[config.mk]
export PLATFORM = sky130hd
export DESIGN_NAME = mac_feed_seq
export DESIGN_NICKNAME = d
export VERILOG_FILES = /design/src/rtl/mfs_pkg.sv /design/src/rtl/mfs_out_stage.sv /design/src/rtl/mfs_word_split.sv /design/src/rtl/mfs_ctrl.sv /design/src/rtl/mac_feed_seq.sv
export SDC_FILE = /design/constraint.sdc
export NUM_CORES = 1
export LEC_CHECK = 0
export BUFFER_PORTS_ARGS = -buffer_cell sky130_fd_sc_hd__buf_2
export CAP_MARGIN = 40
export CORE_MARGIN = 1.5
export CORE_UTILIZATION = 54
export DETAILED_ROUTE_END_ITERATION = 6
export PLACE_DENSITY = 0.79
export SYNTH_ARGS = -nofsm -noshare
export SYNTH_HDL_FRONTEND = slang
export SYNTH_SLANG_ARGS = --single-unit
[constraint.sdc]
create_clock -name clk -period 2.1 [get_ports clk]
set_input_delay 0.42 -clock clk [delete_from_list [all_inputs] [get_ports clk]]
set_output_delay 0.42 -clock clk [all_outputs]
set_load 0.01 [all_outputs]
[src/rtl/mfs_pkg.sv]
package mfs_pkg;
  typedef enum logic [1:0] {
    OP_PROV_KEY  = 2'd0,
    OP_MOD_KEY   = 2'd1,
    OP_ATTEST    = 2'd2,
    OP_DATA_SEAL = 2'd3
  } mfs_op_e;

  typedef enum logic [2:0] {
    S_IDLE, S_TAG, S_READ, S_SPLIT, S_HIGH, S_LAYOUT, S_FINISH
  } mfs_state_e;

  typedef enum logic [1:0] {
    SEL_TAG, SEL_LOW, SEL_HIGH, SEL_LAY
  } mfs_sel_e;

  localparam int LAYOUT_WORDS = 4;
  localparam int LAYOUT_BYTES = 2 * LAYOUT_WORDS;

  function automatic logic [7:0] tag_of(mfs_op_e op);
    return {6'd0, op} + 8'd1;
  endfunction

  function automatic logic wants_layout(mfs_op_e op);
    return (op == OP_MOD_KEY) || (op == OP_ATTEST);
  endfunction
endpackage

[src/rtl/mfs_out_stage.sv]
module mfs_out_stage #(
  parameter int W = 8
) (
  input  logic         clk,
  input  logic         rst,
  input  logic         load,
  input  logic [W-1:0] load_data,
  input  logic         load_last,
  input  logic         ready,
  output logic         valid,
  output logic [W-1:0] data,
  output logic         last,
  output logic         free
);
  assign free = !valid || ready;

  always_ff @(posedge clk) begin
    if (rst) begin
      valid <= 1'b0;
      data  <= '0;
      last  <= 1'b0;
    end else if (load) begin
      valid <= 1'b1;
      data  <= load_data;
      last  <= load_last;
    end else if (ready) begin
      valid <= 1'b0;
    end
  end
endmodule

[src/rtl/mfs_word_split.sv]
module mfs_word_split #(
  parameter int WORD_W = 16
) (
  input  logic                clk,
  input  logic                rst,
  input  logic                capture,
  input  logic [WORD_W-1:0]   word_in,
  output logic [WORD_W/2-1:0] low_byte,
  output logic [WORD_W/2-1:0] held_byte
);
  localparam int BW = WORD_W / 2;

  assign low_byte = word_in[BW-1:0];

  always_ff @(posedge clk) begin
    if (rst)          held_byte <= '0;
    else if (capture) held_byte <= word_in[WORD_W-1:BW];
  end
endmodule

[src/rtl/mfs_ctrl.sv]
module mfs_ctrl
  import mfs_pkg::*;
#(
  parameter int AW = 6,
  parameter int LW = 8
) (
  input  logic          clk,
  input  logic          rst,
  input  logic          start_valid,
  input  logic [1:0]    start_op,
  input  logic [AW-1:0] start_addr,
  input  logic [LW-1:0] start_len,
  input  logic          slot_free,
  input  logic          out_taken,
  output logic          accept,
  output logic          busy,
  output logic          done,
  output logic          mem_rd_en,
  output logic [AW-1:0] mem_addr,
  output logic          load,
  output mfs_sel_e      load_sel,
  output logic          load_last,
  output logic          capture,
  output logic [2:0]    lay_idx,
  output logic [7:0]    tag_byte
);
  localparam logic [LW-1:0] ONE = LW'(1);
  localparam logic [2:0]    LAST_IDX = 3'(LAYOUT_BYTES - 1);

  mfs_state_e    state_q, state_d;
  mfs_op_e       op_q;
  logic [AW-1:0] addr_q;
  logic [LW-1:0] rem_q;
  logic [2:0]    idx_q;
  logic          done_q;
  logic          lay_q;
  logic          rem_dec, addr_inc, idx_inc;

  assign lay_q    = wants_layout(op_q);
  assign accept   = (state_q == S_IDLE) && start_valid;
  assign busy     = (state_q != S_IDLE);
  assign done     = done_q;
  assign mem_addr = addr_q;
  assign lay_idx  = idx_q;
  assign tag_byte = tag_of(op_q);

  always_comb begin
    state_d   = state_q;
    load      = 1'b0;
    load_sel  = SEL_TAG;
    load_last = 1'b0;
    capture   = 1'b0;
    mem_rd_en = 1'b0;
    rem_dec   = 1'b0;
    addr_inc  = 1'b0;
    idx_inc   = 1'b0;
    unique case (state_q)
      S_IDLE: if (start_valid) state_d = S_TAG;
      S_TAG: if (slot_free) begin
        load      = 1'b1;
        load_sel  = SEL_TAG;
        load_last = (rem_q == '0) && !lay_q;
        if (rem_q != '0) state_d = S_READ;
        else if (lay_q)  state_d = S_LAYOUT;
        else             state_d = S_FINISH;
      end
      S_READ: begin
        mem_rd_en = slot_free;
        if (slot_free) state_d = S_SPLIT;
      end
      S_SPLIT: begin
        load      = 1'b1;
        load_sel  = SEL_LOW;
        capture   = 1'b1;
        rem_dec   = 1'b1;
        load_last = (rem_q == ONE) && !lay_q;
        if (rem_q != ONE) state_d = S_HIGH;
        else if (lay_q)   state_d = S_LAYOUT;
        else              state_d = S_FINISH;
      end
      S_HIGH: if (slot_free) begin
        load      = 1'b1;
        load_sel  = SEL_HIGH;
        rem_dec   = 1'b1;
        addr_inc  = 1'b1;
        load_last = (rem_q == ONE) && !lay_q;
        if (rem_q != ONE) state_d = S_READ;
        else if (lay_q)   state_d = S_LAYOUT;
        else              state_d = S_FINISH;
      end
      S_LAYOUT: if (slot_free) begin
        load      = 1'b1;
        load_sel  = SEL_LAY;
        idx_inc   = 1'b1;
        load_last = (idx_q == LAST_IDX);
        if (idx_q == LAST_IDX) state_d = S_FINISH;
      end
      S_FINISH: if (out_taken) state_d = S_IDLE;
      default: state_d = S_IDLE;
    endcase
  end

  always_ff @(posedge clk) begin
    if (rst) begin
      state_q <= S_IDLE;
      op_q    <= OP_PROV_KEY;
      addr_q  <= '0;
      rem_q   <= '0;
      idx_q   <= '0;
      done_q  <= 1'b0;
    end else begin
      state_q <= state_d;
      done_q  <= (state_q == S_FINISH) && out_taken;
      if (accept) begin
        op_q   <= mfs_op_e'(start_op);
        addr_q <= start_addr;
        rem_q  <= start_len;
        idx_q  <= '0;
      end else begin
        if (rem_dec)  rem_q  <= rem_q - ONE;
        if (addr_inc) addr_q <= addr_q + AW'(1);
        if (idx_inc)  idx_q  <= idx_q + 3'd1;
      end
    end
  end
endmodule

[src/rtl/mac_feed_seq.sv]
module mac_feed_seq
  import mfs_pkg::*;
#(
  parameter int AW = 6,
  parameter int LW = 8
) (
  input  logic          clk,
  input  logic          rst,
  input  logic          start_valid,
  input  logic [1:0]    start_op,
  input  logic [AW-1:0] start_addr,
  input  logic [LW-1:0] start_len,
  input  logic [15:0]   lay_text_lo,
  input  logic [15:0]   lay_text_hi,
  input  logic [15:0]   lay_prot_lo,
  input  logic [15:0]   lay_prot_hi,
  output logic          busy,
  output logic          mem_rd_en,
  output logic [AW-1:0] mem_addr,
  input  logic [15:0]   mem_rd_data,
  output logic [7:0]    hb_data,
  output logic          hb_valid,
  input  logic          hb_ready,
  output logic          hb_last,
  output logic          done
);
  logic [LAYOUT_WORDS-1:0][15:0] lay_q;
  logic [7:0] lay_byte [LAYOUT_BYTES];
  logic       accept, slot_free, load, load_last, capture;
  mfs_sel_e   load_sel;
  logic [2:0] lay_idx;
  logic [7:0] tag_byte, low_byte, held_byte, load_data;

  always_ff @(posedge clk) begin
    if (rst)         lay_q <= '0;
    else if (accept) lay_q <= {lay_prot_hi, lay_prot_lo, lay_text_hi, lay_text_lo};
  end

  for (genvar g = 0; g < LAYOUT_BYTES; g++) begin : g_lay
    assign lay_byte[g] = lay_q[g/2][(g%2)*8 +: 8];
  end

  mfs_ctrl #(.AW(AW), .LW(LW)) u_ctrl (
    .clk(clk), .rst(rst),
    .start_valid(start_valid), .start_op(start_op),
    .start_addr(start_addr), .start_len(start_len),
    .slot_free(slot_free), .out_taken(hb_valid && hb_ready),
    .accept(accept), .busy(busy), .done(done),
    .mem_rd_en(mem_rd_en), .mem_addr(mem_addr),
    .load(load), .load_sel(load_sel), .load_last(load_last),
    .capture(capture), .lay_idx(lay_idx), .tag_byte(tag_byte)
  );

  mfs_word_split #(.WORD_W(16)) u_split (
    .clk(clk), .rst(rst), .capture(capture), .word_in(mem_rd_data),
    .low_byte(low_byte), .held_byte(held_byte)
  );

  always_comb begin
    unique case (load_sel)
      SEL_TAG:  load_data = tag_byte;
      SEL_LOW:  load_data = low_byte;
      SEL_HIGH: load_data = held_byte;
      default:  load_data = lay_byte[lay_idx];
    endcase
  end

  mfs_out_stage #(.W(8)) u_out (
    .clk(clk), .rst(rst), .load(load), .load_data(load_data),
    .load_last(load_last), .ready(hb_ready),
    .valid(hb_valid), .data(hb_data), .last(hb_last), .free(slot_free)
  );
endmodule

## Yosys cells after proc, flatten, opt, wreduce, memory -nomap -nowiden

Cells that the tools add are included.

- Register bits: 105
- Input port bits: 100
- Word-level logic and storage cells: 96

- $add $sub $neg: 4
- Order comparisons: 1
- Eq/ne operators: 20
- Mux-type cells: 36
- Bitwise gates (word level): 1
- Reductions and logical operators: 20

Operators with widths:

| operator | count |
|---|---|
| 2-to-1 mux 8 bit | 4 |
| 2-to-1 mux 3 bit | 10 |
| binary-select mux 8 bit (select 3 bit) | 1 |
| one-hot mux 8 bit (3 select lines) | 1 |
| one-hot mux 3 bit (7 select lines) | 1 |
| equality test 3 bit, second input constant | 4 |
| 2-to-1 mux 6 bit | 2 |
| != test 2 x 1 -> 1 bit, second input constant | 6 |
| 2-to-1 mux 1 bit | 10 |
| equality test 8 x 1 -> 1 bit, second input constant | 1 |
| logical NOT 8 bit | 1 |
| != test 8 x 1 -> 1 bit, second input constant | 1 |
| nonzero test 8 bit | 1 |
| subtractor 8 x 1 -> 8 bit, second input constant | 1 |
| AND reduction 7 bit | 1 |
| adder 6 x 1 -> 6 bit, second input constant | 1 |
| equality test 3 x 2 -> 1 bit, second input constant | 2 |
| 2-to-1 mux 2 bit | 3 |
| one-hot mux 2 bit (3 select lines) | 1 |
| nonzero test 2 bit | 3 |
| logical AND 1 bit | 5 |
| equality test 2 x 1 -> 1 bit, second input constant | 2 |
| equality test 2 bit, second input constant | 2 |
| greater-or-equal comparator 4 bit, second input constant | 1 |
| other kinds (14) | 17 |

## Depth between registers and ports, before layout

- Word-level depth: 6
- Depth in mapped cells: 8
- Gate-level depth less buffers: 7

## Modules after synthesis

From an unflattened synthesis, not the netlist that was laid out.

- Cells, all modules: 542
- Area total of the unflattened synthesis: 5201.2 µm²

By module, submodules not included:

| module | instances | cells each | area each (µm²) | sequential area each (µm²) |
|---|---|---|---|---|
| mac_feed_seq | 1 | 276 | 2959.1 | 1281.2 |
| mfs_ctrl | 1 | 199 | 1541.5 | 460.4 |
| mfs_out_stage | 1 | 33 | 355.3 | 200.2 |
| mfs_word_split | 1 | 34 | 345.3 | 160.2 |

## Least setup slack after synthesis

OpenSTA, ideal clock, no wires.

- Path kind: register to register
- Start: register u_ctrl.idx_q[2] (netlist: u_ctrl.lay_idx[2])
- End: register u_out.data[5]
- Setup time: 134 ps
- Data arrival time: 1584 ps
- Path slack: 382 ps
- Cell stages (with the launch flop): 7
- Path buffers: 2
- Period minus slack after synthesis: 1718 ps
- Cell sequence: dfxtp_1 -> buf_4 -> buf_4 -> mux4_2 -> mux2_2 -> nand2_1 -> a211oi_1

- Cells in the longest elaborated chain, start to end: 5

Ends and longest elaborated chain:

| element | line | text |
|---|---|---|
| from (decl) | mfs_ctrl.sv:34 | `logic [2:0] idx_q;` |
| from (signal assigned) | mfs_ctrl.sv:122 | `if (idx_inc) idx_q <= idx_q + 3'd1;` |
| NOT 3 -> 4 bit (implied by the code) | mac_feed_seq.sv:64 | `default: load_data = lay_byte[lay_idx];` |
| binary-select mux 8 bit (select 3 bit) | mac_feed_seq.sv:64 |  |
| 2-to-1 mux 8 bit (implied by the code) (2 in a row) | mac_feed_seq.sv:64 |  |
| one-hot mux 8 bit (3 select lines) | mac_feed_seq.sv:60 | `unique case (load_sel)` |
| to (signal assigned) | mfs_out_stage.sv:24 | `data <= load_data;` |
| to (decl) | mfs_out_stage.sv:11 | `output logic [W-1:0] data,` |

No other way between the ends. The select of a mux whose other input is x is not followed.
A chain may end at the register's enable or synchronous reset.

## Final worst setup path

- Start: register u_ctrl.state_q[0]
- End: output mem_rd_en

- Cells in the longest elaborated chain, start to end: 2

Ends and longest elaborated chain:

| element | line | text |
|---|---|---|
| from (decl) | mfs_ctrl.sv:30 | `mfs_state_e state_q, state_d;` |
| from (signal assigned) | mfs_ctrl.sv:112 | `state_q <= state_d;` |
| equality test 3 x 2 -> 1 bit | mfs_ctrl.sv:57 | `unique case (state_q)` |
| 2-to-1 mux 1 bit | mfs_ctrl.sv:57 |  |
| to (decl) | mac_feed_seq.sv:18 | `output logic mem_rd_en,` |

No other way between the ends.

==> flow_summary.ini <==
[timing]
fmax_mhz = 520
fin_skew_ns = 0.0116
finalMaxSlewViolations = 0
whs_ns = 0.268
setup_viol = 0
rsz0062_at_grt = false
hold_violations = 0
min_period_ns = 1.92
tightest_slew_ns = 0.642
setup-tns-final_ns = 0
period_share = 0.916
slew_headroom = 0.568

[routing]
drt-total-wl_um = 12600
first_pass_iters = 7
detail-route-antenna-nets = 0
routed_via_density = 5.73
drc = 7
wl_per_cell_um = 15.7
drtIter0Drc = 325
vias = 4575

[synth]
async_flop_share = 0
ys_ff_latch = 105
avgSynthCellArea_um2 = 8.48
synth_ff_type = dfxtp_1
synth_warnings = 0
synth-edff-count = 0
syn-cell-area_um2 = 4950
synth_fp_nets = 691
ys_types = 59
synth-seq-area-share = 0.425
synth_cells = 584

[setup_path]
r2r_slack_ns = 0.21
worstPathArrival_ns = 1.50
end_kind = output pin
path_cells = buf_4, nor2_1, and3_1, buf_2
crit_path_max_fanout = 17
cp_data_required_time_ns = 1.68
timing.rr.end = u_ctrl.rem_q[6]$_SDFFE_PP0P_
cp_num_buf_inv = 2
worstSetupPathType = flip-flop to output pin
r2r_cells = 5
slowest_delay_ns = 0.33
critPathTopFamily = simple AND/OR/NAND/NOR gates
slowest_stage = dfxtp_1
crit_path_start_kind = flip-flop
regToRegStartpoint = u_ctrl.state_q[1]$_SDFFE_PP0P_

[power]
leakagePower_nw = 2.36
peakVddDrop_v = 0.000558
powerDensity_nw_per_um2 = 1200
p_total_mw = 7.03

[clocking]
cts-root-buf = clkbuf_8
postCtsResizedCells = 0
cts_tree = built
cts_buffers = 9
worstSkewPairLatency_ns = 0.37
htreeDepth = 3
post_cts_buffers = 0
ctsHoldBuffers = 0
clock-sinks = 105
path_clk_slew_ns = 0.11
clockBufferDepth = 2

[hold_path]
hp-class = primary input to flip-flop
min_to = lay_byte[15]$_SDFFE_PP0P_
hold_depth = 3
hold_start = lay_prot_hi[7]

[job]
cap_violations = 0

[cells_and_area]
drive_gt1_frac = 0.275
antenna_cells = 0
fin_nets = 793
layout_common_cells = nand2_1, buf_2, dfxtp_1
finish.utilization = 0.663
fillers = 741
layout_commonest_cell = nand2_1
syn_to_final_growth_pct = 17.9

[floorplanning]
die_h_um = 98.8
initial_core_util = 0.562
dieArea_um2 = 9750
io_pins = 119
die_x_um = 98.8
core_area_um2 = 8810
rows = 34

[placed_design]
gp_congestion = 0.954
portBuffers = 118
hpwl_um = 8990

[grt]
antenna_found_initial = 0
grt_overflow_total = 0
grtUsageMet3 = 0.0390
gr-usage-met2 = 0.429
gr-usage-all-layers = 0.266
grt_max_degree = 75
met1_usage = 0.359
grt_pass1_wl_um = 20900
top_usage_layer = met2
grt_pass1_vias = 4475

[status]
violations = DRC
status = finished, violations left
[state kept, by name, indices dropped and copies added, names as in the netlist]
name / count
u_ctrl.done: 1
lay_byte: 64
u_out.last: 1
u_ctrl.rem_q: 8
u_ctrl.lay_idx: 3
u_split.held_byte: 8
u_out.data: 8
u_ctrl.mem_addr: 6
u_ctrl.op_q: 2
u_out.valid: 1
u_ctrl.state_q: 3
[logic make-up after synthesis]
| group | after synthesis | synth area share |
|---|---|---|
| AND/OR/NAND/NOR | 236 | 0.210 |
| AO/OA/AOI/OAI | 154 | 0.191 |
| flip-flops | 105 | 0.425 |
| buffers and inverters | 52 | 0.0546 |
| multiplexers | 27 | 0.0970 |
| adder cells (fa/ha/maj) | 7 | 0.0177 |
| XOR/XNOR | 3 | 0.00531 |
[worst reg2reg max path: cells and delay by family (launching register included)]
kind	cells	cell delay [ns]
buffers and inverters	1	0.25
and+or+nand+nor	1	0.74
DFF	1	0.39
AOI/OAI and AO/OA	3	0.38
[power by group]
| part | switching [mW] | leakage [nW] | internal (mW) |
|---|---|---|---|
| sequential | 0.316 | 0.860 | 2.46 |
| combinational | 1.74 | 1.39 | 1.19 |
| clock | 0.751 | 0.110 | 0.581 |
[routing by layer]
metal	vias to the layer above	wire length (um)
met4	0	320
met1	2108	5520
li1	2247	-
met3	29	806
met2	191	5920
met5	-	0
[synth_stat cells, types with 2 or more instances]
cell type    n  area [um2]
nand3_1      4        20.0
o21ai_0     11        55.1
mux4_2      16         360
o21ai_1      3        15.0
mux2_2       8        90.1
a21o_1       2        15.0
a21oi_1     97         485
o32ai_1      3        26.3
nor2_1      19        71.3
nor3b_1      2        15.0
nand4_1      2        12.5
nor2b_1      3        18.8
a221oi_1     5        43.8
xor2_1       2        17.5
and3_1       3        18.8
buf_2       12        60.1
inv_1        7        26.3
and2_1       2        12.5
ha_1         7        87.6
a211oi_1     7        52.6
mux2i_1      3        30.0
a221oi_2     3        45.0
nand2_1    169         634
nand2b_1     5        31.3
buf_6        2        22.5
nor3_1      13        65.1
dfxtp_1    105        2100
buf_4       12        90.1
o211ai_1     2        15.0
a22oi_1      3        22.5
a22o_1       2        17.5
clkbuf_1    17        63.8
a32oi_1      2        17.5
a31oi_1      4        25.0
nor4_1       3        18.8
[metrics by stage]
step	cells	area (um2)	worst slack (ns)
final	799	5840	0.177
after global routing	799	5840	0.104
after CTS	799	5840	0.185
after detailed placement	783	5630	0.140
after global placement	783	5630	0.146
after floorplan	584	4950	0.382
[layout make-up]
cell class | instances | area, um2 | area share
clock inverter | 7 | 86.3 | 0.0148
inverter | 8 | 30.0 | 0.00514
multi-input combinational | 427 | 2580 | 0.442
timing repair buffer | 135 | 783 | 0.134
sequential | 105 | 2100 | 0.360
tap | 108 | 135 | 0.0231
clock buffer | 9 | 124 | 0.0212
[worst max path at each step]
stage	endpoint	slack, ns	start	depth (start not counted)
floorplan	u_out.data[5]$_SDFFE_PP0P_	0.38	u_ctrl.lay_idx[2]$_SDFFE_PP0P_	6
global placement	u_ctrl.rem_q[3]$_SDFFE_PP0P_	0.15	start_valid	7
detailed placement	u_ctrl.rem_q[6]$_SDFFE_PP0P_	0.14	start_valid	6
CTS	mem_rd_en	0.18	u_ctrl.state_q[0]$_SDFFE_PP0P_	4
global route	mem_rd_en	0.10	u_ctrl.state_q[0]$_SDFFE_PP0P_	4
finish	mem_rd_en	0.18	u_ctrl.state_q[0]$_SDFFE_PP0P_	4
No activity file was read; power rests on OpenSTA's default activity.
